--- src/rtl/sll_pkg.sv ---
package sll_pkg;
  typedef enum logic [2:0] {
    PH_IDLE   = 3'd0,
    PH_LEAD   = 3'd1,
    PH_SETUP  = 3'd2,
    PH_HIGH   = 3'd3,
    PH_LOW    = 3'd4,
    PH_STROBE = 3'd5
  } phase_t;
endpackage

--- src/rtl/sll_step_timer.sv ---
module sll_step_timer #(
  parameter int DIV_W = 8
) (
  input  logic             clk,
  input  logic             rst_n,
  input  logic             accept,
  input  logic             restart,
  input  logic [DIV_W-1:0] step_div,
  output logic             step_end
);
  localparam logic [DIV_W-1:0] ONE = DIV_W'(1);

  logic [DIV_W-1:0] hold_q;
  logic [DIV_W-1:0] cnt_q;
  logic [DIV_W-1:0] div_eff;

  // a divider of zero behaves as one clock per step
  assign div_eff = (step_div == '0) ? ONE : step_div;

  always_ff @(posedge clk or negedge rst_n) begin
    if (!rst_n) begin
      hold_q <= ONE;
      cnt_q  <= '0;
    end else if (accept) begin
      hold_q <= div_eff;
      cnt_q  <= div_eff - ONE;
    end else if (restart) begin
      cnt_q <= hold_q - ONE;
    end else if (cnt_q != '0) begin
      cnt_q <= cnt_q - ONE;
    end
  end

  assign step_end = (cnt_q == '0);
endmodule

--- src/rtl/sll_shifter.sv ---
module sll_shifter #(
  parameter int WORD_W = 20
) (
  input  logic              clk,
  input  logic              rst_n,
  input  logic              accept,
  input  logic              shift_en,
  input  logic [WORD_W-1:0] word_in,
  output logic              bit_out,
  output logic              last_bit
);
  localparam int CNT_W = $clog2(WORD_W + 1);
  localparam logic [CNT_W-1:0] LAST_IDX = CNT_W'(WORD_W - 1);
  localparam logic [CNT_W-1:0] CNT_ONE  = CNT_W'(1);

  logic [WORD_W-1:0] sr_q;
  logic [CNT_W-1:0]  idx_q;

  always_ff @(posedge clk or negedge rst_n) begin
    if (!rst_n) begin
      sr_q  <= '0;
      idx_q <= '0;
    end else if (accept) begin
      sr_q  <= word_in;
      idx_q <= '0;
    end else if (shift_en) begin
      sr_q  <= {1'b0, sr_q[WORD_W-1:1]};
      idx_q <= idx_q + CNT_ONE;
    end
  end

  assign bit_out  = sr_q[0];
  assign last_bit = (idx_q == LAST_IDX);
endmodule

--- src/rtl/sll_sequencer.sv ---
module sll_sequencer
  import sll_pkg::*;
(
  input  logic   clk,
  input  logic   rst_n,
  input  logic   accept,
  input  logic   step_end,
  input  logic   last_bit,
  output phase_t phase,
  output logic   shift_en,
  output logic   restart,
  output logic   done
);
  phase_t st_q, st_d;
  logic   fin;

  always_comb begin
    st_d     = st_q;
    shift_en = 1'b0;
    fin      = 1'b0;
    unique case (st_q)
      PH_IDLE:   if (accept)   st_d = PH_LEAD;
      PH_LEAD:   if (step_end) st_d = PH_SETUP;
      PH_SETUP:  if (step_end) st_d = PH_HIGH;
      PH_HIGH:   if (step_end) st_d = PH_LOW;
      PH_LOW: begin
        if (step_end) begin
          shift_en = 1'b1;
          st_d     = last_bit ? PH_STROBE : PH_SETUP;
        end
      end
      PH_STROBE: begin
        if (step_end) begin
          fin  = 1'b1;
          st_d = PH_IDLE;
        end
      end
      default:   st_d = PH_IDLE;
    endcase
  end

  always_ff @(posedge clk or negedge rst_n) begin
    if (!rst_n) begin
      st_q <= PH_IDLE;
      done <= 1'b0;
    end else begin
      st_q <= st_d;
      done <= fin;
    end
  end

  assign phase   = st_q;
  assign restart = step_end && (st_q != PH_IDLE);
endmodule

--- src/rtl/sll_line_drive.sv ---
module sll_line_drive
  import sll_pkg::*;
(
  input  phase_t phase,
  input  logic   bit_in,
  output logic   ser_data,
  output logic   ser_clk,
  output logic   ser_strobe
);
  always_comb begin
    ser_data   = 1'b0;
    ser_clk    = 1'b0;
    ser_strobe = 1'b0;
    unique case (phase)
      PH_SETUP, PH_LOW: ser_data = bit_in;
      PH_HIGH: begin
        ser_data = bit_in;
        ser_clk  = 1'b1;
      end
      PH_STROBE: ser_strobe = 1'b1;
      default: ;
    endcase
  end
endmodule

--- src/rtl/serial_latch_loader.sv ---
module serial_latch_loader
  import sll_pkg::*;
#(
  parameter int WORD_W = 20,
  parameter int DIV_W  = 8
) (
  input  logic              clk,
  input  logic              rst_n,
  input  logic              req_valid,
  output logic              req_ready,
  input  logic [WORD_W-1:0] req_word,
  input  logic [DIV_W-1:0]  step_div,
  output logic              busy,
  output logic              done,
  output logic              ser_data,
  output logic              ser_clk,
  output logic              ser_strobe
);
  phase_t phase;
  logic   accept, step_end, restart, shift_en, bit_cur, last_bit;

  assign req_ready = (phase == PH_IDLE);
  assign busy      = ~req_ready;
  assign accept    = req_valid & req_ready;

  sll_step_timer #(.DIV_W(DIV_W)) u_timer (
    .clk(clk), .rst_n(rst_n), .accept(accept), .restart(restart),
    .step_div(step_div), .step_end(step_end)
  );

  sll_shifter #(.WORD_W(WORD_W)) u_shift (
    .clk(clk), .rst_n(rst_n), .accept(accept), .shift_en(shift_en),
    .word_in(req_word), .bit_out(bit_cur), .last_bit(last_bit)
  );

  sll_sequencer u_seq (
    .clk(clk), .rst_n(rst_n), .accept(accept), .step_end(step_end),
    .last_bit(last_bit), .phase(phase), .shift_en(shift_en),
    .restart(restart), .done(done)
  );

  sll_line_drive u_drive (
    .phase(phase), .bit_in(bit_cur),
    .ser_data(ser_data), .ser_clk(ser_clk), .ser_strobe(ser_strobe)
  );
endmodule

--- config.mk ---
export PLATFORM = sky130hd
export DESIGN_NAME = serial_latch_loader
export DESIGN_NICKNAME = d
export VERILOG_FILES = /design/src/rtl/sll_pkg.sv /design/src/rtl/sll_step_timer.sv /design/src/rtl/sll_shifter.sv /design/src/rtl/sll_sequencer.sv /design/src/rtl/sll_line_drive.sv /design/src/rtl/serial_latch_loader.sv
export SDC_FILE = /design/constraint.sdc
export NUM_CORES = 1
export LEC_CHECK = 0
export BUFFER_PORTS_ARGS = -buffer_cell sky130_fd_sc_hd__buf_4
export CORE_ASPECT_RATIO = 1.4
export CORE_MARGIN = 2
export CORE_UTILIZATION = 43
export CTS_CLUSTER_SIZE = 8
export DETAILED_ROUTE_END_ITERATION = 12
export SLEW_MARGIN = 20
export SYNTH_ARGS = -nofsm -noshare
export SYNTH_HDL_FRONTEND = slang
export SYNTH_HIERARCHICAL = 1
export SYNTH_SLANG_ARGS = --single-unit
export TNS_END_PERCENT = 100
--- constraint.sdc ---
create_clock -name clk -period 4.65 [get_ports clk]
set_clock_uncertainty 0.2 [all_clocks]
set_input_delay 0.465 -clock clk [delete_from_list [all_inputs] [get_ports clk]]
set_output_delay 0.465 -clock clk [all_outputs]
set_load 0.02 [all_outputs]
# == Yosys cells after proc, flatten, opt, wreduce, memory -nomap -nowiden ==
# Cells that the tools add are included.
# word_totals
register_bits,45
inputBits,31
# classes
addsub,4
n_eq_ne,12
mux,22
n_bitwise,2
reduce_logical,10
# ops
operator,count
two-way mux 20 bit,2
two-way mux 8 bit,4
subtractor 8 x 1 -> 8 bit (second input constant),3
two-way mux 3 bit,7
one-hot mux 3 bit (6 select lines),1
logical NOT 8 bit,2
two-way mux 5 bit,2
!= test 2 bit (second input constant),4
nonzero test 8 bit,1
== test 3 x 2 -> 1 bit (second input constant),2
== test 3 bit (second input constant),2
two-way mux 1 bit,6
AND reduction 6 bit,1
nonzero test 3 bit,2
adder 5 x 1 -> 5 bit (second input constant),1
== test 5 bit (second input constant),1
!= test 2 x 1 -> 1 bit (second input constant),2
== test 3 x 1 -> 1 bit (second input constant),1
logical NOT 3 bit,1
OR reduction 3 bit,1
nonzero test 2 bit,1
bitwise AND 1 bit,1
logical AND 1 bit,1
NOT 1 bit,1

# == Logic depth before layout (Yosys ltp) ==
# Gate-level depths: netlist (run 1).
# logic_depth
depth_word,5
depth_mapped,12
depth_no_buf,11

# == Modules after synthesis ==
# Netlist (run 1), hierarchy kept.
# modules_own_cells
mod,n_inst,cells_per_inst,area_each_um2
sll_shifter,1,111,1192.4
sll_step_timer,1,100,902.1
sll_sequencer,1,26,235.2
sll_line_drive,1,7,38.8
serial_latch_loader,1,3,20.0

# == Worst setup path before layout (run 1) ==
# No wires, ideal clock.
# synth_timing
path_kind,register -> register
from,reg u_timer.cnt_q[1]
to,reg u_timer.cnt_q[7]
setup_ns,0.128
t_arrival_ns,2.906
required_ns,4.322
setup_slack_ns,1.417
path_stages_with_launch,10
path_buffers,1
cell_sequence,dfrtp_1 nor4_1 and2_1 a21boi_0 buf_6 mux2i_1 o21ai_1 or4_4 nor3_1 mux2_1
# synth_via
elab_chain_len,4
elab_cells_between_ends,8
# synth_rtl
element,line_no,text
start: declaration,sll_step_timer.sv:14,logic [DIV_W-1:0] cnt_q;
start signal: assignment,sll_step_timer.sv:26,cnt_q <= div_eff - ONE;
start signal: assignment,sll_step_timer.sv:28,cnt_q <= hold_q - ONE;
start signal: assignment,sll_step_timer.sv:30,cnt_q <= cnt_q - ONE;
logical NOT 8 bit (*),sll_step_timer.sv:34,assign step_end = (cnt_q == '0);
named net step_end,serial_latch_loader.sv:20,"logic accept, step_end, restart, shift_en, bit_cur, last_bit;"
logical AND 1 bit (*),sll_sequencer.sv:53,assign restart = step_end && (st_q != PH_IDLE);
named net restart,serial_latch_loader.sv:20,
two-way mux 8 bit,sll_step_timer.sv:27,end else if (restart) begin
two-way mux 8 bit,sll_step_timer.sv:24,end else if (accept) begin
# The timed path passes the listed nets; every way through them passes the cells marked *. The select of a mux whose other input is x is not followed.
# A chain may end at the register's enable or synchronous reset.

# == Final worst setup path (run 1) ==
# layout_timing
from,reg u_timer.cnt_q[5]
to,reg u_timer.cnt_q[7]
# The elaborated chain is that of the path after synthesis.

==> results.md, run 1 <==
- The worst hold slack is 0.1783 ns.
- The final-report max-slew violation count is 0.
- The routed via count is 1,836.
- The timing-limited maximum frequency is 0.2871 GHz.
- Yosys printed 6 warnings.
- The mean cell area of the mapped netlist is around 9.7 um2.
- The via density per instance is 5.231.
- The total power divided by cell area is 536.6 nW/um2.
- At the pin with the least slew margin, the transition time is around 0.66 ns.
- For this run, the post-layout net count is between 300 and 400.
- The clock tree synthesis step divided the H-tree into 2 levels.
- The number of violations reported at the end of detailed-routing iteration 0 is 76.
- The hold violation total from the final report is 0.
- For this run, asynchronously set or reset flops after synthesis account for 100.0%.
- The wire length per cell after detailed routing is around 13 um.
- The nature of the critical path endpoint is a register.
- The via count of the first global-routing pass is 1,764.
- The maximum cell stage delay along the critical path is 0.60 ns.
- In this run the core area contains 32 standard-cell rows.
- Data on the critical path is required at its endpoint by roughly 4.6 ns.
- The number of remaining DRC errors is 0.
- The min-delay analysis places its worst path in the category in2reg.
- The clock-pin slew on the worst setup and hold paths is around 0.080 ns.
- The total clock buffers created by CTS is 5.
- Routability-driven placement finished with a final weighted congestion of around 0.85.
- The element type at the critical path start is a register.
- The share of the synthesized area in the top cell type is a little under half.
- The setup path with the least slack is of type reg2reg.
- Buffers inserted to repair hold after CTS numbered 1.
- The floorplan step defined a die boundary enclosing around 6000 um2.
- The chip height is 92.19 um.
- The number of diodes added for antenna fixing is 0.
- Sorting the synthesized cells by area gives the leading types as sky130_fd_sc_hd__dfrtp_1, sky130_fd_sc_hd__mux2i_1, sky130_fd_sc_hd__nand2_1.
- The final worst-path setup slack is 1.167 ns.
- The first-pass GRT wire length is 7728 um.
- The effective utilization at floorplan is between 40% and 50%.
- The slowest stage cell on the critical path is sky130_fd_sc_hd__or4_4.
- The power after layout is approximately 0.0015 W.
- The clock net in this run drives a total of 45 sinks.
- At the later pin of the worst-skew pair, clock insertion delay measures about 0.29 ns.
- In this run the tightest slew margin relative to its limit is between 50 and 60%.
- Cells with a size suffix above 1 make up between 20% and 30% of the layout.
- The shortest period the worst path allows is approximately 3.5 ns.
- The longest clock path from root to sink contains 2 buffers.
- For this run, the leading register cell type out of synthesis is sky130_fd_sc_hd__dfrtp_1.
- In this run the clock root is driven by a sky130_fd_sc_hd__clkbuf_8.
- The net count after synthesis is 280.
- The cell area after technology mapping is between 2000 and 2500 um2.
- The netlist uses 45 different library cells.
- The synthesis-to-finish area growth is 17.50%.
- The buffers inserted during post-CTS setup optimization is 0.
- The number of top-level pins is 37.
- The die outline width is 66.99 um.
- At the worst endpoint, the arrival time is 3.47 ns.
- Counting flops and latches in the post-synthesis netlist gives 45.
- The most frequent cell after synthesis is sky130_fd_sc_hd__dfrtp_1.
- Along the worst path, the maximum fanout reaches 10.
- The share of the clock period used by the worst path is 74.91%.
- The top cell type by total area after synthesis is sky130_fd_sc_hd__dfrtp_1.
- Of the synthesized area, sequential elements account for approximately 47%.
- The routed wire length is 4635 um.
- The total area inside the core boundary comes to roughly 5400 um2.
- With fillers left out, the area of the finished cells amounts to ~2800 um2.
- Walking the worst path, the cells encountered are nor4_1 > and2_1 > a21boi_1 > mux2i_1 > o21ai_1 > or4_4 > nor3_1 > mux2_1.
- The run finished with clean final reports.
- Setup violations remaining at the end of the flow were counted as 0.
- Before CTS, the worst setup slack after placement is around 1.1 ns.
- The peak ir drop on the vdd network is 0.2761 mV.
- The count of antenna-violating nets left after detailed routing is 0.
- The first TritonRoute pass finished after 4 iterations.
- The pin count of the biggest net entering global routing is 46.
- The cell count after synthesis is roughly 250.
- Together, buffers and inverters on the worst path number 0.
- The total routing resource utilization after global routing is about 16%.
- After detailed placement, the total cell area comes to 2684 um2.
- The number of antenna violations at the first check in global routing is 0.
- The detailed-placement wirelength estimate is roughly 3400 um.
- The leakage dissipation is roughly 1.2 nW.
- Counting instances in the post-synthesis netlist gives the leading cell types as sky130_fd_sc_hd__dfrtp_1, sky130_fd_sc_hd__nand2_1, sky130_fd_sc_hd__mux2i_1, sky130_fd_sc_hd__o21ai_0, sky130_fd_sc_hd__nor2_1.
- The sum of overflow across all layers after global routing is 0.
- In this run, synthesis inferred 0 flip-flops with an integrated enable.
- The total of cells resized after clock tree synthesis is 0.
- The post-route setup TNS is 0 ns.
- TritonCTS built the clock tree.
- Setup repair after global routing left no endpoint under its margin.
- The cell family contributing the most delay on the critical path is simple AND/OR/NAND/NOR gates.
- During placement, the flow inserted port buffers numbering 36.
- The tool flagged a number of max-cap violations equal to 0.
-- cell usage in the layout (no fill, tap or decap), drive strengths merged, types with 2 or more instances in the layout --
cell and instances:
or2 2, nor2 19, dfrtp 44, nand3b 4
o31ai 2, nor3 8, nor4 3, inv 14
mux2 6, a22oi 2, nand4 2, a21oi 6
nor2b 3, xnor2 3, ha 2, or4 2
clkbuf 5, o21ai 38, buf 41, nand2 34
mux2i 27
-- metal layers --
layer | share of wire [%] | wire length [um] | vias up | GRT usage [%]
li1 | - | - | 922 | -
met3 | 4.1 | 192 | 5 | 2.945
met2 | 52 | 2398 | 34 | 28.58
met4 | 1.5 | 68 | 0 | 5.612
met5 | 0 | 0 | - | 0
met1 | 43 | 1976 | 875 | 18.71
-- sequential cells by signal (all words and copies together), names as in the netlist --
signal          flops
u_seq/done          1
u_shift/sr_q       20
u_seq/phase         3
u_timer/cnt_q       8
u_shift/idx_q       5
u_timer/hold_q      8
-- power breakdown --
group          internal, W  switching [W]  total [W]  leakage [nW]
combinational     0.000244       0.000252   0.000497         0.593
sequential        0.000583       0.000145   0.000728         0.548
clock             0.000156       0.000125   0.000282        0.0540
total             0.000983       0.000523    0.00151          1.19
-- final timing paths --
kind | start | to | slack [ns] | cells after the start
max | u_timer/cnt_q[5] | u_timer/cnt_q[7] | 1.17 | 8
min | req_word[5] | u_shift/sr_q[5] | 0.18 | 3
max reg2reg | u_timer/cnt_q[5] | u_timer/cnt_q[7] | 1.17 | 8
min reg2reg | u_timer/hold_q[0] | u_timer/hold_q[0] | 0.30 | 2
max in group asynchronous | rst_n | u_timer/hold_q[0] | 3.37 | 2
min in group asynchronous | rst_n | u_shift/sr_q[14] | 0.50 | 2
-- tightest hold or removal path, cell delays in order --
cell and delay, ns:
sky130_fd_sc_hd__buf_4 0.07, sky130_fd_sc_hd__nand2_1 0.04, sky130_fd_sc_hd__o21ai_0 0.06
-- cells by family (layout without fill, tap and decap cells) --
logic type | count (synthesis) | count (layout) | synth area share [%]
xor+xnor | 3 | 3 | 1.100
flops | 45 | 45 | 47.20
compound gates | 55 | 55 | 13.20
simple gates | 82 | 82 | 16.50
buf+inv | 27 | 63 | 6.652
fa+ha+maj | 2 | 2 | 1.048
mux | 33 | 33 | 14.30
-- stage by stage --
step / utilization (%) / cells
finish: 51.54 / 351
global route: 51.54 / 351
detailed placement: 49.29 / 343
floorplan: - / 247
CTS: 51.38 / 351
global placement: 49.29 / 343
-- layout make-up --
cell class | count | area, um2
clock buffer | 5 | 68.82
clock inverter | 2 | 35.03
fill | 531 | 2639
inverter | 14 | 52.55
multi-input combinational | 175 | 1120
sequential | 45 | 1127
tap | 68 | 85.08
timing repair buffer | 42 | 317.8
(Power assumes the default switching activity.)
==> run 2, diff against run 1 <==
- PLACE_DENSITY: not set -> 0.66
- clock period: 4.65 -> 3.07 ns (I/O delays scaled with it)
==> run 2 against run 1 <==
  * Hold slack lost 0.16 ns
  * Largest power group unchanged
  * Die area stayed put
  * Via count is 1.9% higher
  * Routed wire length up 3.1%
  * Combinational power up 64%
  * Critical path type unchanged
  * Total power grew 50%
  * Largest cell class unchanged
==> results.md, run 2 (same netlist as run 1, synthesis figures left out) <==
- The via count of the first global-routing pass is 1,759 (-0.28%).
- The share of final-layout standard cells stronger than drive strength 1 came to 23.37% (+2.2 points).
- The post-route setup TNS was 0 ns (unchanged).
- The total routing resource utilization after global routing is 16.70% (+0.68 points).
- The slew at the pin closest to its max-slew limit is 0.5747 ns (-0.08537 ns).
- The number of diodes added for antenna fixing is 0 (unchanged).
- The count of antenna-violating nets left after detailed routing is 0 (unchanged).
- The later-pin clock latency in the skew report came to 0.29 ns (about the same).
- The leakage dissipation came to 1.220 nW (+2.2%).
- The cell row count is 32 (unchanged).
- STA classifies the critical path startpoint as a register.
- The number of antenna violations at the first check in global routing was 0 (unchanged).
- The share of power burned in combinational logic is 36.2% (+3.2 points).
- The number of placed instances with taps included is 350 (+2.0%).
- The run finished with clean final reports.
- The critical register-to-register path endpoint is u_timer/cnt_q[7].
- The CTS H-tree depth is 2 (unchanged).
- The via density per instance is 5.209 (-0.42%).
- The routed via count was 1,870 (+1.9%).
- The part of the total power dissipated in the clock network is 15.5% (-3.2 points).
- The number of remaining DRC errors is 0 (unchanged).
- The worst setup path is captured at a register.
- The flip-flop count of the largest register, all copies and words added is 20 (unchanged).
- The wire length per cell after detailed routing is 13.31 um (+0.83%).
- The detailed-routing iteration count for the pre-antenna-repair pass was 5 (+1).
- Compared with the post-synthesis result, the final layout area differs by 19.43%.
- The total clock sinks is 45 (unchanged).
- Leaving out fill and tap cells, the most frequent cell in the layout is sky130_fd_sc_hd__buf_4.
- The maximum fanout encountered on the critical timing path came to 5 (-5).
- The number of setup violations in the final report was 0 (unchanged).
- The number of standard cells in the final layout excluding fillers is 359 (+2.3%).
- The total power divided by cell area was 789.5 nW/um2 (+47%).
- The first-pass GRT wire length came to 7983 um (+3.3%).
- The clock-pin slew on the worst setup and hold paths is 0.08 ns (about the same).
- The maximum number of buffers from clock root to sink is 2 (unchanged).
- The hold violation total from the final report was 0 (unchanged).
- The share of the clock period used by the worst path came to 92.44% (+18 points).
- The detailed-placement wirelength estimate is 3432 um (+1.5%).
- The portion of total power attributed to sequential cells is 48.3% (about the same).
- The pin count of the biggest net entering global routing is 46 (unchanged).
- The final-report max-slew violation count was 0 (unchanged).
- The arrival time at the worst endpoint was 2.82 ns (-0.65 ns).
- The core area is 5445 um2 (unchanged).
- The shortest period the worst path allows is 2.838 ns (-0.6455 ns).
- The timing-limited maximum frequency is 0.3524 GHz (+23%).
- The number of top-level pins came to 37 (unchanged).
- The routed wire length came to 4780 um (+3.1%).
- The die outline width is 66.99 um (unchanged).
- The number of violations reported at the end of detailed-routing iteration 0 was 52 (-32%).
- The total net switching power is 0.0008049 W (+54%).
- The startpoint identified for the worst hold timing path is req_word[4].
- The number of input and output port buffers inserted is 36 (unchanged).
- The buffers inserted during post-CTS setup optimization was 0 (unchanged).
- The endpoint required time on the critical path came to 3.05 ns (-1.58 ns).
- The chip height is 92.19 um (unchanged).
- The number of max-cap violations is 0 (unchanged).
- The worst register-to-register path begins at u_timer/cnt_q[4].
- The clock tree from TritonCTS is built.
- The min-delay analysis places its worst path in the category in2reg.
- The power after layout was 0.002252 W (+50%).
- The number of fill cells in the layout is 532 (+0.19%).
- The last weighted congestion value of the routability-driven placer is 0.8234 (-3.2%).
- The final-stage net count came to 323 (+2.2%).
- In the final layout, the registers with the most flip-flops are u_shift/sr_q (20), u_timer/cnt_q (8), u_timer/hold_q (8).
- The cell chosen for the clock root is sky130_fd_sc_hd__clkbuf_8.
- The sum of overflow across all layers after global routing was 0 (unchanged).
- Leaving out fill and tap cells, the most frequent cells in the layout are sky130_fd_sc_hd__buf_4, sky130_fd_sc_hd__dfrtp_1, sky130_fd_sc_hd__nand2_1.
- The die area is 6175 um2 (unchanged).
- The worst slew slack as a fraction of its limit came to 61.69% (+5.9 points).
- The number of stages on the worst hold path is 3 (unchanged).
- Setup repair after global routing left no endpoint under its margin.
- The register name with the most flops is u_shift/sr_q.
- The effective utilization at floorplan is 43.86% (unchanged).
- The worst reg-to-reg setup slack is 0.23 ns (-0.93 ns).
- The total clock buffers created by CTS is 5 (unchanged).
- The design internal power is 0.001447 W (+47%).
- The worst hold path endpoint is u_shift/sr_q[4].
- The worst-case reg-to-reg path depth is 8 (unchanged).
- The peak ir drop on the vdd network was 0.3815 mV (+38%).
- The kind of critical path is reg2reg.
- The fraction of power spent switching nets came to 35.74% (+1.0 points).
run 2: through the flow:
stage	hold WS [ns]	utilization, %	worst slack (ns)	cell area (um2)
final	0.01850	52.39	0.2322	2853
after CTS	0.01353	52.25	0.1495	2845
after floorplan	-0.1886	-	0.1162	2392
after global placement	0.1366	50.55	0.2114	2753
after detailed placement	0.1448	50.55	0.1573	2753
after global routing	0.02452	52.39	0.01555	2853
run 2: worst max-delay path, stage by stage (launching register included):
cell	delay, ns
sky130_fd_sc_hd__dfrtp_1	0.40
sky130_fd_sc_hd__nor4_1	0.27
sky130_fd_sc_hd__and2_1	0.19
sky130_fd_sc_hd__a21boi_4	0.26
sky130_fd_sc_hd__mux2i_1	0.21
sky130_fd_sc_hd__o21ai_1	0.09
sky130_fd_sc_hd__or4_4	0.55
sky130_fd_sc_hd__nor3_1	0.21
sky130_fd_sc_hd__mux2_1	0.33
run 2: power by group through the flow:
stage / logic [W] / clock network [W] / registers (W)
5_1_grt: 0.000923 / 0.000388 / 0.00113
3_3_place_gp: 0.000797 / 0 / 0.00109
6_report: 0.000816 / 0.000349 / 0.00109
3_5_place_dp: 0.000818 / 0 / 0.00110
2_1_floorplan: 0.000593 / 0 / 0.00103
4_1_cts: 0.000822 / 0.000368 / 0.00109
run 2: per-layer routing:
| metal | up-vias | wire [um] | global-route usage (%) |
|---|---|---|---|
| li1 | 939 | - | - |
| met1 | 887 | 2086 | 20.76 |
| met2 | 34 | 2419 | 27.92 |
| met3 | 10 | 160 | 3.067 |
| met4 | 0 | 114 | 6.973 |
| met5 | - | 0 | 0 |
run 2: cell type report:
cell class	count	area, um2	area share [%]
clock inverter	2	10.01	0.3509
sequential	45	1127	39.52
tap	68	85.08	2.982
multi-input combinational	175	1122	39.34
timing repair buffer	49	382.9	13.42
inverter	14	52.55	1.842
clock buffer	6	72.57	2.544
run 2: repair_timing:
item / in CTS / in global routing
gates resized for setup: 0 / 1
endpoints found under the hold margin: 44 / 0
hold buffers: 1 / 0
setup endpoints to repair: 0 / 3
run 2: worst max path at each step:
stage	start	endpoint	slack, ns	cells after the start
after floorplan	u_timer/cnt_q[1]	u_timer/cnt_q[7]	0.12	9
after global placement	u_timer/cnt_q[5]	u_timer/cnt_q[7]	0.21	8
after detailed placement	u_timer/cnt_q[4]	u_timer/cnt_q[7]	0.16	8
after CTS	u_timer/cnt_q[4]	u_timer/cnt_q[7]	0.15	8
after global routing	u_timer/cnt_q[0]	u_timer/cnt_q[6]	0.02	11
final	u_timer/cnt_q[4]	u_timer/cnt_q[7]	0.23	8
==> run 3, diff against run 2 <==
- ABC_AREA: not set -> 1
- clock period: 3.07 -> 2.4 ns (I/O delays scaled with it)
==> run 3 against run 2 <==
  * Fmax is 20% higher
  * Count of clock-buffer cells in the layout is 1 higher
  * Utilization grew 9.0 points
==> results.md, run 3 <==
- The share of the clock period used by the worst path is 98.64% (+6.2 points).
- The post-route met1 wirelength is 2415 um (+16%).
- The worst slew slack as a fraction of its limit is 61.48% (-0.21 points).
- The slowest stage cell on the critical path is sky130_fd_sc_hd__dfrtp_1.
- The number of diodes added for antenna fixing is 0 (unchanged).
- The flip-flop count of the largest register, all copies and words added was 20 (unchanged).
- The synthesized design spends more area on one cell type than any other, namely sky130_fd_sc_hd__dfrtp_1.
- The via density per instance is 4.987 (-4.3%).
- The total placed instance area was 2841 um2 (+3.2%).
- The clock-pin slew on the worst setup and hold paths is 0.09 ns (about the same).
- The number of violations reported at the end of detailed-routing iteration 0 is 85 (+63%).
- The endpoint required time on the critical path came to 2.39 ns (-0.66 ns).
- The signal on the critical path passes through nor2_1 > nand4_1 > nor3_2 > inv_1 > nor2_2 > buf_6 > a21oi_2 > o21ai_2 > nand2_2 > inv_2 > ha_4 > nand3_4 > nor2_2 > nand2_1 > nand2_1 > nor2_1.
- The commonest non-fill, non-tap cell in the layout is sky130_fd_sc_hd__nand2_1.
- The hold violation total from the final report is 0 (unchanged).
- The amount of wire on met3 after detailed routing is 163 um (+1.9%).
- The worst hold path begins at step_div[3].
- The detailed-placement wirelength estimate was 3901 um (+14%).
- The worst hold path terminates at u_timer/hold_q[3].
- The number of max-cap violations is 0 (unchanged).
- By area the synthesized netlist is led by sky130_fd_sc_hd__dfrtp_1, sky130_fd_sc_hd__nand2_1, sky130_fd_sc_hd__a22oi_1.
- The post-route setup TNS is 0 ns (unchanged).
- The maximum fanout encountered on the critical timing path is 8 (+3).
- The net count after synthesis is 342 (+22%).
- TritonCTS built the clock tree.
- The async set or reset register ratio after synthesis is 100.0% (unchanged).
- The leakage dissipation was 1.707 nW (+40%).
- The area growth from synthesis to layout is 38.12%.
- The number of antenna violations at the first check in global routing is 0 (unchanged).
- For this run, the leading register cell type out of synthesis is sky130_fd_sc_hd__dfrtp_1.
- The die area is 6298 um2 (+2.0%).
- The total clock buffers created by CTS was 5 (unchanged).
- The via count of the first global-routing pass is 2,210 (+26%).
- Setup repair after global routing could not meet its margin everywhere.
- The largest registers in the layout are u_shift/sr_q (20), u_timer/cnt_q (8), u_timer/hold_q (8).
- The synthesized flop and latch total is 45 (unchanged).
- Among cell families on the critical path, the largest total delay comes from simple AND/OR/NAND/NOR gates.
- The die outline width is 67.65 um (+0.98%).
- The most frequent cell after synthesis is sky130_fd_sc_hd__nand2_1.
- The kind of critical path is reg2reg.
- In this run the critical register-to-register path is captured at u_timer/cnt_q[6].
- The detailed router used layers up to and including met4.
- The mean cell area of the mapped netlist came to 7.892 um2 (-18%).
- The maximum number of buffers from clock root to sink is 2 (unchanged).
- The number of enable flip-flop cells after synthesis is 0 (unchanged).
- The number of top-level pins is 37 (unchanged).
- The worst-case reg-to-reg path depth came to 16 (+8).
- The timing-limited maximum frequency is 0.4224 GHz (+20%).
- The final core utilization was 61.41% (+9.0 points).
- The number of stages on the worst hold path is 3 (unchanged).
- The final-stage net count is 420 (+30%).
- The cell chosen for the clock root is sky130_fd_sc_hd__clkbuf_8.
- The number of remaining DRC errors is 0 (unchanged).
- The number of setup violations in the final report came to 0 (unchanged).
- The tightest min-delay check is of the in2reg type.
- The core area was 5485 um2 (+0.74%).
- The number of input and output port buffers inserted came to 36 (unchanged).
- STA classifies the critical path startpoint as a register.
- In this run the critical register-to-register path is launched from u_timer/cnt_q[7].
- The routed wire length was 5957 um (+25%).
- The worst reg-to-reg setup slack is 0.03 ns (-0.20 ns).
- The first-pass GRT wire length is 9701 um (+22%).
- The detailed-routing iteration count for the pre-antenna-repair pass was 4 (-1).
- The count of antenna-violating nets left after detailed routing is 0 (unchanged).
- The final-report max-slew violation count was 0 (unchanged).
- The number of fill cells in the layout is 478 (-10%).
- The worst setup path is captured at a register.
- The share of the synthesized area in the top cell type is 45.15% (-0.95 points).
- The cell area after technology mapping is 2439 um2 (+2.1%).
- The shortest period the worst path allows is 2.367 ns (-0.4703 ns).
- The total routing resource utilization after global routing is 20.09% (+3.4 points).
- The top cell types in the final layout, fill and taps aside, are sky130_fd_sc_hd__nand2_1, sky130_fd_sc_hd__buf_4, sky130_fd_sc_hd__dfrtp_1.
- The peak ir drop on the vdd network is 0.5276 mV (+38%).
- The flow ran to the end, and the final reports show no timing, DRC or antenna violations.
- The critical path buffer and inverter count was 3 (+3).
- The last weighted congestion value of the routability-driven placer was 0.8695 (+5.6%).
- The post-synthesis cell type count is 30 (-33%).
- The maximum cell stage delay along the critical path is 0.39 ns (-0.16 ns).
- The CTS H-tree depth is 2 (unchanged).
- The chip height is 93.11 um (+1.0%).
- The register name with the most flops is u_shift/sr_q.
- The wire length per cell after detailed routing is 13.06 um (-1.9%).
- The later-pin clock latency in the skew report came to 0.30 ns (about the same).
- The routed via count came to 2,274 (+22%).
- The effective utilization at floorplan is 44.46% (+0.59 points).
- The share of final-layout standard cells stronger than drive strength 1 is 29.12% (+5.8 points).
- The slew at the pin closest to its max-slew limit is 0.5778 ns (+0.003116 ns).
- The sum of overflow across all layers after global routing is 0 (unchanged).
- The register area share after synthesis is 46.23% (-0.97 points).
- The cell count after synthesis came to 309 (+25%).
- The total power divided by cell area was 1083 nW/um2 (+37%).
- The worst hold slack was 0.03013 ns (+0.01163 ns).
- The amount of wire on met2 after detailed routing is 3227 um (+33%).
- The arrival time at the worst endpoint is 2.35 ns (-0.47 ns).
- The pin count of the biggest net entering global routing is 46 (unchanged).
- The cell row count is 32 (unchanged).
- The total clock sinks is 45 (unchanged).
- The area of all placed cells without fillers is 3368 um2 (+18%).
- The commonest cells after synthesis are sky130_fd_sc_hd__nand2_1, sky130_fd_sc_hd__dfrtp_1, sky130_fd_sc_hd__inv_1, sky130_fd_sc_hd__nor2_1, sky130_fd_sc_hd__nand3_1.
- The synthesis warning total came to 6 (unchanged).
## run 3: changes by cell type in the layout (fill, tap and decap cells not counted), sizes merged, moves of 18 or more
cell | previous run | this run
nand3 | 0 | 18
nand2 | 34 | 113
o21ai | 38 | 14
mux2i | 27 | 0
dlygate4sd3 | 1 | 25
inv | 14 | 37
## run 3: cells by family after synthesis
group	count (synthesis)	share of synthesized area, %
AND/OR/NAND/NOR	172	31.71
buffers and inverters	45	8.671
XOR/XNOR	1	0.3592
AO/OA/AOI/OAI	44	12.01
flip-flops	45	46.23
adder cells (fa/ha/maj)	2	1.026
## run 3: layer usage
layer  vias to the layer above  GRT usage (%)
li1                       1133              -
met1                      1079          23.94
met2                        52          35.46
met3                        10          2.407
met4                         0          8.333
met5                         -              0
## run 3: worst max path at each step
stage	from	end	slack, ns	cells past startpoint
finish	u_timer/cnt_q[7]	u_timer/cnt_q[6]	0.03	16
global route	u_timer/cnt_q[7]	u_timer/cnt_q[6]	-0.15	18
CTS	u_timer/cnt_q[0]	u_timer/cnt_q[6]	0.02	18
detailed placement	u_timer/cnt_q[0]	u_timer/cnt_q[6]	-0.04	18
global placement	u_timer/cnt_q[0]	u_timer/cnt_q[6]	0.06	18
floorplan	u_seq/phase[1]	u_timer/cnt_q[6]	0.006	14
## run 3: cell type report
cell class / count / area [um2] / share of cell area [%]
clock buffers: 7 / 86.33 / 2.563
clock inverters: 1 / 30.03 / 0.8915
inverters: 37 / 143.9 / 4.272
multi-input cells: 219 / 1181 / 35.07
flip-flops and latches: 45 / 1127 / 33.47
well taps: 68 / 85.08 / 2.526
repair buffers: 79 / 714.4 / 21.21
## run 3: power by group
group          internal (W)  total (W)  switching [W]
Combinational      0.000725    0.00176        0.00103
Sequential          0.00109    0.00128       0.000191
Clock              0.000340   0.000608       0.000268
Total               0.00216    0.00365        0.00149
## run 3: per-stage QoR
step,power [W],setup slack [ns],instances
floorplan,0.002376,0.005834,309
global placement,0.002774,0.05876,416
detailed placement,0.002811,-0.03844,416
CTS,0.003471,0.01800,449
global route,0.003955,-0.1504,456
finish,0.003649,0.03255,456
## run 3: timing repair
| action | CTS | global route |
|---|---|---|
| endpoints found under the setup margin | 1 | 23 |
| hold buffers | 25 | 0 |
| cloned | 0 | 1 |
| hold endpoints to repair | 68 | 0 |
| buffers inserted | 0 | 7 |
| pin swaps | 0 | 11 |
| resized for setup | 3 | 22 |
## run 3: worst register-to-register path, cell delays in order, from the launching register on
cell                      delay [ns]
sky130_fd_sc_hd__dfrtp_1        0.39
sky130_fd_sc_hd__nor2_1         0.12
sky130_fd_sc_hd__nand4_1        0.10
sky130_fd_sc_hd__nor3_2         0.21
sky130_fd_sc_hd__inv_1          0.09
sky130_fd_sc_hd__nor2_2         0.13
sky130_fd_sc_hd__buf_6          0.16
sky130_fd_sc_hd__a21oi_2        0.07
sky130_fd_sc_hd__o21ai_2        0.10
sky130_fd_sc_hd__nand2_2        0.09
sky130_fd_sc_hd__inv_2          0.08
sky130_fd_sc_hd__ha_4           0.16
sky130_fd_sc_hd__nand3_4        0.09
sky130_fd_sc_hd__nor2_2         0.11
sky130_fd_sc_hd__nand2_1        0.05
sky130_fd_sc_hd__nand2_1        0.06
sky130_fd_sc_hd__nor2_1         0.04
